$ cat src/rtl/bcd_alu_pkg.sv
package bcd_alu_pkg;

    localparam int DW  = 8;          // data byte width
    localparam int NW  = DW / 2;     // one BCD digit
    localparam int WW  = 2 * DW;     // wide arithmetic width for subtract
    localparam int AW  = DW + 2;     // add intermediate width incl. headroom

    typedef struct packed {
        logic c;
        logic z;
        logic n;
        logic v;
    } flags_t;

    typedef struct packed {
        logic [DW-1:0] res;
        flags_t        fl;
        logic          dec;
        logic          done;
    } state_t;

endpackage

$ cat src/rtl/bcd_adder_path.sv
module bcd_adder_path
    import bcd_alu_pkg::*;
(
    input  logic [DW-1:0] a,
    input  logic [DW-1:0] m,
    input  logic          cin,
    input  logic          dec,
    output logic [DW-1:0] res,
    output flags_t        fl
);

    logic [DW:0]   bsum;
    logic [NW+1:0] lo;
    logic [AW-1:0] mid;
    logic [AW-1:0] fin;

    always_comb begin
        bsum = {1'b0, a} + {1'b0, m} + (DW+1)'(cin);

        // decimal path: low digit correction, then high digit
        lo = (NW+2)'(a[NW-1:0]) + (NW+2)'(m[NW-1:0]) + (NW+2)'(cin);
        if (lo > (NW+2)'(9))
            lo = lo + (NW+2)'(6);
        mid = AW'(lo[NW-1:0]) + AW'({a[DW-1:NW], {NW{1'b0}}})
            + AW'({m[DW-1:NW], {NW{1'b0}}});
        if (lo > (NW+2)'(15))
            mid = mid + AW'(16);
        fin = (mid > AW'(8'h90)) ? mid + AW'(8'h60) : mid;

        if (dec) begin
            res  = fin[DW-1:0];
            fl.c = fin > AW'(8'hF0);
            fl.z = (bsum[DW-1:0] == '0);
            fl.n = mid[DW-1];
            fl.v = (a[DW-1] ^ mid[DW-1]) & ~(a[DW-1] ^ m[DW-1]);
        end else begin
            res  = bsum[DW-1:0];
            fl.c = bsum[DW];
            fl.z = (bsum[DW-1:0] == '0);
            fl.n = bsum[DW-1];
            fl.v = ~(a[DW-1] ^ m[DW-1]) & (a[DW-1] ^ bsum[DW-1]);
        end
    end

endmodule

$ cat src/rtl/bcd_subtractor_path.sv
module bcd_subtractor_path
    import bcd_alu_pkg::*;
(
    input  logic [DW-1:0] a,
    input  logic [DW-1:0] m,
    input  logic          cin,
    input  logic          dec,
    output logic [DW-1:0] res,
    output flags_t        fl
);

    logic [WW-1:0] diff;
    logic [WW-1:0] u;
    logic [WW-1:0] val;
    logic [WW-1:0] a_hi;
    logic [WW-1:0] m_hi;

    always_comb begin
        diff = WW'(a) - WW'(m) - WW'(!cin);
        a_hi = WW'({a[DW-1:NW], {NW{1'b0}}});
        m_hi = WW'({m[DW-1:NW], {NW{1'b0}}});

        u = WW'(a[NW-1:0]) - WW'(m[NW-1:0]) - WW'(!cin);
        if (u[NW])
            val = (((u - WW'(6)) & WW'(4'hF)) | a_hi) - m_hi - WW'(16);
        else
            val = ((u & WW'(4'hF)) | a_hi) - m_hi;
        if (val[DW])
            val = val - WW'(8'h60);

        res  = dec ? val[DW-1:0] : diff[DW-1:0];
        fl.c = (diff < WW'(1 << DW));
        fl.z = (diff[DW-1:0] == '0);
        fl.n = diff[DW-1];
        fl.v = (a[DW-1] ^ m[DW-1]) & (a[DW-1] ^ diff[DW-1]);
    end

endmodule

$ cat src/rtl/bcd_alu_unit.sv
module bcd_alu_unit
    import bcd_alu_pkg::*;
(
    input  logic          clk,
    input  logic          rst_n,
    input  logic          start_i,
    input  logic          sub_i,
    input  logic          dec_i,
    input  logic          carry_i,
    input  logic [7:0]    acc_i,
    input  logic [7:0]    opr_i,
    output logic [7:0]    result_o,
    output logic          carry_o,
    output logic          zero_o,
    output logic          neg_o,
    output logic          ovf_o,
    output logic          done_o,
    output logic [7:0]    status_o
);

    logic [DW-1:0] add_res;
    logic [DW-1:0] sub_res;
    flags_t        add_fl;
    flags_t        sub_fl;
    state_t        st_d;
    state_t        st_q;

    bcd_adder_path u_add (
        .a   (acc_i),
        .m   (opr_i),
        .cin (carry_i),
        .dec (dec_i),
        .res (add_res),
        .fl  (add_fl)
    );

    bcd_subtractor_path u_sub (
        .a   (acc_i),
        .m   (opr_i),
        .cin (carry_i),
        .dec (dec_i),
        .res (sub_res),
        .fl  (sub_fl)
    );

    always_comb begin
        st_d      = st_q;
        st_d.done = 1'b0;
        if (start_i) begin
            st_d.res  = sub_i ? sub_res : add_res;
            st_d.fl   = sub_i ? sub_fl  : add_fl;
            st_d.dec  = dec_i;
            st_d.done = 1'b1;
        end
    end

    always_ff @(posedge clk or negedge rst_n) begin
        if (!rst_n)
            st_q <= '0;
        else
            st_q <= st_d;
    end

    assign result_o = st_q.res;
    assign carry_o  = st_q.fl.c;
    assign zero_o   = st_q.fl.z;
    assign neg_o    = st_q.fl.n;
    assign ovf_o    = st_q.fl.v;
    assign done_o   = st_q.done;
    assign status_o = {st_q.fl.n, st_q.fl.v, 1'b1, 1'b0,
                       st_q.dec, 1'b1, st_q.fl.z, st_q.fl.c};

endmodule

$ cat config.mk
export PLATFORM = sky130hd
export DESIGN_NAME = bcd_alu_unit
export DESIGN_NICKNAME = d
export VERILOG_FILES = /design/src/rtl/bcd_alu_pkg.sv /design/src/rtl/bcd_adder_path.sv /design/src/rtl/bcd_subtractor_path.sv /design/src/rtl/bcd_alu_unit.sv
export SDC_FILE = /design/constraint.sdc
export NUM_CORES = 1
export LEC_CHECK = 0
export BUFFER_PORTS_ARGS = -buffer_cell sky130_fd_sc_hd__buf_2
export CAP_MARGIN = 0
export CORE_UTILIZATION = 30
export DETAILED_ROUTE_END_ITERATION = 8
export HOLD_SLACK_MARGIN = 0.08
export PLACE_DENSITY = 0.48
export SKIP_LAST_GASP = 1
export SYNTH_ARGS = -nofsm -noshare
export SYNTH_HDL_FRONTEND = slang
export SYNTH_HIERARCHICAL = 1
export SYNTH_SLANG_ARGS = --single-unit
$ cat constraint.sdc
create_clock -name clk -period 1.65 [get_ports clk]
set_clock_uncertainty 0.05 [all_clocks]
set_input_delay 0.33 -clock clk [delete_from_list [all_inputs] [get_ports clk]]
set_output_delay 0.33 -clock clk [all_outputs]
set_load 0.05 [all_outputs]
==> results of run 1 <==
[cells by family (layout without fill, tap and decap cells)]
logic type,after synthesis,count (layout),synth area share
multiplexers,20,20,0.0662
other,2,3,0.00240
AND/OR/NAND/NOR,115,115,0.188
buffers and inverters,65,223,0.0954
adder cells (fa/ha/maj),43,43,0.188
flip-flops,14,14,0.112
XOR/XNOR,35,35,0.103
AO/OA/AOI/OAI,108,108,0.246
[final timing paths]
path,from,end,slack [ps]
max,opr_i[0],result_o[7]$_DFFE_PN0P_,-2360
max in group asynchronous,rst_n,neg_o$_DFFE_PN0P_,830
min in group asynchronous,rst_n,zero_o$_DFFE_PN0P_,470
min reg2reg,status_o[3]$_DFFE_PN0P_,status_o[3]$_DFFE_PN0P_,450
max reg2reg,status_o[3]$_DFFE_PN0P_,status_o[3]$_DFFE_PN0P_,870
min,start_i,result_o[4]$_DFFE_PN0P_,400
[placed cells by master (no fill, tap or decap), types with 3 or more instances in the layout]
| master | n |
|---|---|
| conb_1 | 3 |
| xnor2_2 | 7 |
| buf_4 | 132 |
| nand3_1 | 9 |
| nor2_1 | 41 |
| inv_2 | 7 |
| nor3_4 | 4 |
| a211oi_4 | 3 |
| xnor2_1 | 12 |
| o21ai_1 | 8 |
| nand2_2 | 3 |
| o21ai_0 | 9 |
| clkbuf_8 | 4 |
| nand2_1 | 20 |
| a211oi_2 | 3 |
| inv_1 | 32 |
| xor2_1 | 10 |
| o21a_1 | 3 |
| ha_4 | 5 |
| a21oi_1 | 31 |
| buf_6 | 7 |
| fa_2 | 5 |
| a21oi_2 | 7 |
| nand4_1 | 4 |
| mux2i_1 | 15 |
| dfrtp_1 | 14 |
| a21o_1 | 4 |
| buf_2 | 36 |
| ha_1 | 31 |
| o211ai_1 | 3 |
| nor2b_1 | 5 |
| xor2_2 | 4 |
| a31oi_1 | 4 |
| o21bai_1 | 4 |
| nor3_1 | 3 |
[synth_stat cells (all sizes together) (4+ instances only)]
| cell type | number |
|---|---|
| ha | 36 |
| inv | 42 |
| nand2 | 24 |
| a21o | 4 |
| o21ai | 19 |
| a21oi | 39 |
| fa | 7 |
| or2 | 4 |
| a211oi | 6 |
| a31oi | 4 |
| nor3 | 8 |
| mux2i | 17 |
| nand4 | 4 |
| dfrtp | 14 |
| nand3 | 9 |
| xnor2 | 20 |
| xor2 | 15 |
| clkbuf | 5 |
| nor2b | 5 |
| nor2 | 44 |
| o31ai | 5 |
| o21bai | 5 |
| buf | 18 |
[timing repair]
| item | CTS | global route |
|---|---|---|
| buffers inserted | 16 | 9 |
| gates cloned | 0 | 0 |
| setup endpoints to repair | 12 | 12 |
| gates resized for setup | 47 | 21 |
| pin swaps | 41 | 27 |
| hold buffers | 1 | 0 |
| hold endpoints to repair | 14 | 0 |
[stage by stage]
stage | instance area [sq um] | TNS (ps) | cells | worst slack [ps] | total power [mW]
after floorplan | 3330 | -14090 | 403 | -2290 | 2.32
after global placement | 4440 | -19640 | 671 | -2600 | 3.24
after detailed placement | 4440 | -20140 | 671 | -2680 | 3.28
after CTS | 4840 | -15630 | 691 | -2340 | 3.89
after global routing | 4980 | -18090 | 694 | -2510 | 4.26
final | 4980 | -16410 | 694 | -2360 | 3.97
[routing by layer]
| metal | share of wire | GRT usage |
|---|---|---|
| met3 | 0.014 | 0.0132 |
| met4 | 0.0070 | 0.0214 |
| met1 | 0.46 | 0.245 |
| met5 | 0 | 0 |
| met2 | 0.52 | 0.352 |
[power by group]
group          switching (mW)  total, mW  internal [mW]
Clock                   0.122      0.334          0.211
Sequential             0.0423      0.456          0.414
Combinational            1.71       3.18           1.46
Total                    1.88       3.97           2.09
[area by class of cell]
cell class                 instances  area, sq um  area share
clock buffer                       4         55.1      0.0110
inverter                          42          179      0.0359
multi-input combinational        324         2950       0.593
sequential                        14          350      0.0703
tap                              133          166      0.0334
timing repair buffer             177         1280       0.257
[flip-flops by register name, indices dropped and copies added (netlist names)]
signal,cells
done_o,1
result_o,8
carry_o,1
ovf_o,1
zero_o,1
neg_o,1
status_o,1
==> impl_results.md, run 1 <==
* Status: complete, but fails checks
* Failing checks: negative setup slack
* Gr ovfl total at 0
* R2R depth at 1
* Largest stage delay, worst path at ~590 ps
* Worst setup SP type: input pin
* Sequential area share after synthesis at 0.112
* Crit-path cells: buf_6, fa_2, inv_2, ha_4, o21a_1, or3_1, and2_4, xnor2_2, ha_1, nand2_2, or3_4, o21ai_2, xnor2_2, o21ai_1, ha_1, a21oi_2, o31ai_4, xnor2_1, mux2i_1, mux2i_1, a21oi_1
* Achievable Freq at about 0.25 GHz
* Fin util at 0.501
* Number of max-cap violations at 0
* Worst VDD drop at between 0.4 and 0.5 mV
* Routability cong. at around 0.8
* Clk root buf: clkbuf_8
* Area Growth Syn to Fin at 59.0%
* Starting density of the core at 0.315
* Post-Syn Area at between 3000 and 4000 sq um
* WP data required at 1730 ps
* Io pins at 43
* Iter 0 DRT Violations at 100
* Port Buf Inserts at 39
* DP HPWL at a little over 8000 microns
* Num rows at 36
* WL final at between 10000 and 15000 microns
* Synth Warn # at 6
* Worst hold stages at 2
* Crit end category: flip-flop
* H-Tree Depth at 1
* Clk sinks at 14
* Syn Inst Count at roughly 400
* Vias per inst at just under 5
* Die ar. at around 11000 sq um
* Synthesized flop and latch total at 14
* Share of cells above drive strength 1 at 0.480
* DRC at 0
* Largest delay contributor family on the critical path: adder cells
* Total core area at ~10000 sq um
* WL/cell at between 10 and 15 microns
* Buf+Inv Stages, Crit Path at 2
* Crit path kind: input pin to flip-flop
* Crit path depth at 21
* Fillers at ~950
* Slew Viols, Final at 0
* Diodes inserted at 0
* Die extent in x at 104 microns
* DR pass1 iterations at 4
* Syn Area/Cell at 7.80 sq um
* Main flop type after synthesis: dfrtp_1
* Worst Hold Class: input pin to flip-flop
* Number of enable flip-flop cells after synthesis at 0
* Final WS setup at -2360 ps
* First-pass GRT wire length at 16600 microns
* Count of cell types in the netlist at between 70 and 80
* Clock-pin slew on the worst setup and hold paths at approximately 60 ps
* Tcrit/Tclk final at 2.43
* CP Data Arrival Time at about 4100 ps
* Post-synth top area share at 0.144
* Overall routing resource usage at 0.189
* Synth area leaders: ha_1, dfrtp_1, a21oi_1
* Critical-path maximum fanout at 4
* Synth area leader: ha_1
* WHS at 402 ps
* Setup-failing EPs final at 12
* Min Clock Period, post-route at 4010 ps
* RSZ-0062 raised after global routing: true
* Nets at 627
* CTS Buffer Depth at 2
* Latest clock arrival within the worst-skew pair at approximately 250 ps
* Vias in the first global route at ~3400
* Cts bufs inserted at 3
* Antenna Nets Post-Route at 0
* P_leak at around 2.4 nW
* Initial antenna violation count at 0
* Vias at 3355
* Largest net degree at the start of global routing at 15
* TritonCTS clock tree: done
* Die Ht at between 100 and 150 microns
* Final hold vios at 0
* Pwr dens at just under 800 nW/um^2
* Async set-reset flop share out of synthesis at 1.00
* Critical path's slowest cell: fa_2
Power figures use the tool's default switching activity.
==> run 2: changes to the inputs <==
--- a/config.mk
+++ b/config.mk
@@ -10,7 +10,7 @@
 export CORE_UTILIZATION = 30
 export DETAILED_ROUTE_END_ITERATION = 8
 export HOLD_SLACK_MARGIN = 0.08
-export PLACE_DENSITY = 0.48
+export PLACE_DENSITY = 0.46
 export SKIP_LAST_GASP = 1
 export SYNTH_ARGS = -nofsm -noshare
 export SYNTH_HDL_FRONTEND = slang
==> impl_results.md, run 2 (synthesis results as in run 1) <==
* Status: complete, but fails checks (unchanged)
* Failing checks: negative setup slack (unchanged)
* Port Buf Inserts at 39 (unchanged)
* Num rows at 36 (unchanged)
* Latest clock arrival within the worst-skew pair at 250 ps (about the same)
* Critical path's slowest cell: fa_2 (unchanged)
* Largest stage delay, worst path at 590 ps (about the same)
* Slew Viols, Final at 0 (unchanged)
* Die ar. at 10900 sq um (unchanged)
* Vias per inst at 4.84 (was 4.83)
* Cts bufs inserted at 3 (unchanged)
* Largest register FFs at 8 (unchanged)
* CTS Buffer Depth at 2 (unchanged)
* Vias in the first global route at 3451 (was 3408)
* WL/cell at 14.6 microns (was 14.5 microns)
* Post-Layout Cell Count at 693 (was 694)
* Share of cells above drive strength 1 at 0.463 (was 0.480)
* Max transition margin at 0.573
* Placed Instances at 672 (was 671)
* Die extent in x at 104 microns (unchanged)
* Number of max-cap violations at 0 (unchanged)
* Setup-failing EPs final at 12 (unchanged)
* Routability cong. at 0.844 (was 0.814)
* Worst Max-Slew Pin Slew at about 640 ps
* Pwr Total at 4.02 mW (was 3.97 mW)
* Worst setup SP type: input pin (unchanged)
* Io pins at 43 (unchanged)
* Antenna Nets Post-Route at 0 (unchanged)
* WP data required at 1770 ps (was 1730 ps)
* Vias at 3357 (was 3355)
* DR pass1 iterations at 4 (unchanged)
* Die Ht at 104 microns (unchanged)
* Largest delay contributor family on the critical path: adder cells (unchanged)
* Final WS setup at -2280 ps (was -2360 ps)
* P_leak at 2.36 nW (was 2.38 nW)
* TritonCTS clock tree: done (unchanged)
* Final hold vios at 0 (unchanged)
* DRC at 0 (unchanged)
* Worst VDD drop at 0.395 mV (was 0.439 mV)
* Pwr dens at 814 nW/um^2 (was 796 nW/um^2)
* WL final at 10100 microns (was 10000 microns)
* Most frequent cells in the layout: buf_4, nor2_1, buf_2 (unchanged)
* Worst Hold Class: input pin to flip-flop (unchanged)
* Clk root buf: clkbuf_8 (unchanged)
* Iter 0 DRT Violations at 140 (was 100)
* Starting density of the core at 0.315 (unchanged)
* Achievable Freq at 0.254 GHz (was 0.249 GHz)
* Min Clock Period, post-route at 3930 ps (was 4010 ps)
* CP Data Arrival Time at 4050 ps (was 4090 ps)
* RSZ-0062 raised after global routing: true (unchanged)
* Initial antenna violation count at 0 (unchanged)
* Most common cell after layout, fill and taps aside: buf_4 (unchanged)
* H-Tree Depth at 1 (unchanged)
* Largest net degree at the start of global routing at 15 (unchanged)
* Diodes inserted at 0 (unchanged)
* Gr ovfl total at 0 (unchanged)
* Tcrit/Tclk final at 2.38 (was 2.43)
* Crit-path cells: buf_6, fa_2, inv_2, ha_4, o21a_1, or3_4, and2_4, xnor2_2, ha_1, nand2_1, or3_4, o21ai_4, xnor2_2, o21ai_1, ha_1, mux2i_1, o21ai_1, a2bb2oi_1, mux2i_1, a21oi_1 (was buf_6, fa_2, inv_2, ha_4, o21a_1, or3_1, and2_4, xnor2_2, ha_1, nand2_2, or3_4, o21ai_2, xnor2_2, o21ai_1, ha_1, a21oi_2, o31ai_4, xnor2_1, mux2i_1, mux2i_1, a21oi_1)
* Total core area at 9950 sq um (unchanged)
* Crit path kind: input pin to flip-flop (unchanged)
* Clock-pin slew on the worst setup and hold paths at 60 ps (about the same)
* DP HPWL at 8300 microns (was 8220 microns)
* Nets at 626 (was 627)
* Area Growth Syn to Fin at 57.6% (was 59.0%)
* Clk sinks at 14 (unchanged)
* Buf+Inv Stages, Crit Path at 2 (unchanged)
* Overall routing resource usage at 0.191 (was 0.189)
* First-pass GRT wire length at 16900 microns (was 16600 microns)
* Crit end category: flip-flop (unchanged)
* Critical-path maximum fanout at 4 (unchanged)
==> run 2: cell count changes in the layout (fill, tap and decap cells not counted), sizes merged <==
cell / previous run / this run
bufbuf: 0 / 1
buf: 176 / 174
==> run 2: what timing repair did <==
action / CTS / global route
cloned: 1 / 0
hold buffers: 1 / 0
pin swaps: 40 / 25
resized for setup: 37 / 18
endpoints found under the hold margin: 14 / 0
setup endpoints to repair: 12 / 12
buffers inserted: 10 / 6
==> run 2: cell type report <==
| class | count | area (sq um) |
|---|---|---|
| clock buffer | 4 | 55.1 |
| fill | 955 | 5010 |
| inverter | 42 | 176 |
| multi-input combinational | 324 | 2860 |
| sequential | 14 | 350 |
| tap | 133 | 166 |
| timing repair buffer | 176 | 1330 |
==> run 2: worst paths after layout <==
check,to,startpoint,cells past startpoint,slack (ps)
max,result_o[6]$_DFFE_PN0P_,opr_i[0],20,-2280
min,done_o$_DFF_PN0_,start_i,1,300
max reg2reg,status_o[3]$_DFFE_PN0P_,status_o[3]$_DFFE_PN0P_,1,870
min reg2reg,status_o[3]$_DFFE_PN0P_,status_o[3]$_DFFE_PN0P_,1,450
max in group asynchronous,result_o[7]$_DFFE_PN0P_,rst_n,2,820
min in group asynchronous,result_o[2]$_DFFE_PN0P_,rst_n,2,480
==> run 2: layer usage <==
metal	part of all wire	wire (microns)	track usage	up-vias
li1	-	-	-	1708
met1	0.49	4920	0.260	1603
met2	0.49	4970	0.335	37
met3	0.014	143	0.0132	9
met4	0.0099	100	0.0255	0
met5	0	0	0	-
==> run 2: power by group <==
part	leakage (nW)	switching, mW	total [mW]	internal [mW]
combinational	2.17	1.70	3.23	1.53
sequential	0.159	0.0392	0.453	0.414
clock	0.0288	0.129	0.341	0.212
==> run 2: metrics by stage <==
stage / utilization / cell area (sq um) / hold WS [ps] / setup slack (ps) / TNS [ps]
2_1_floorplan: - / 3330 / -15.6 / -2290 / -14090
3_3_place_gp: 0.448 / 4460 / 192 / -2650 / -20260
3_5_place_dp: 0.448 / 4460 / 196 / -2710 / -20620
4_1_cts: 0.484 / 4820 / 289 / -2300 / -16120
5_1_grt: 0.496 / 4940 / 295 / -2530 / -18520
6_report: 0.496 / 4940 / 296 / -2280 / -16450
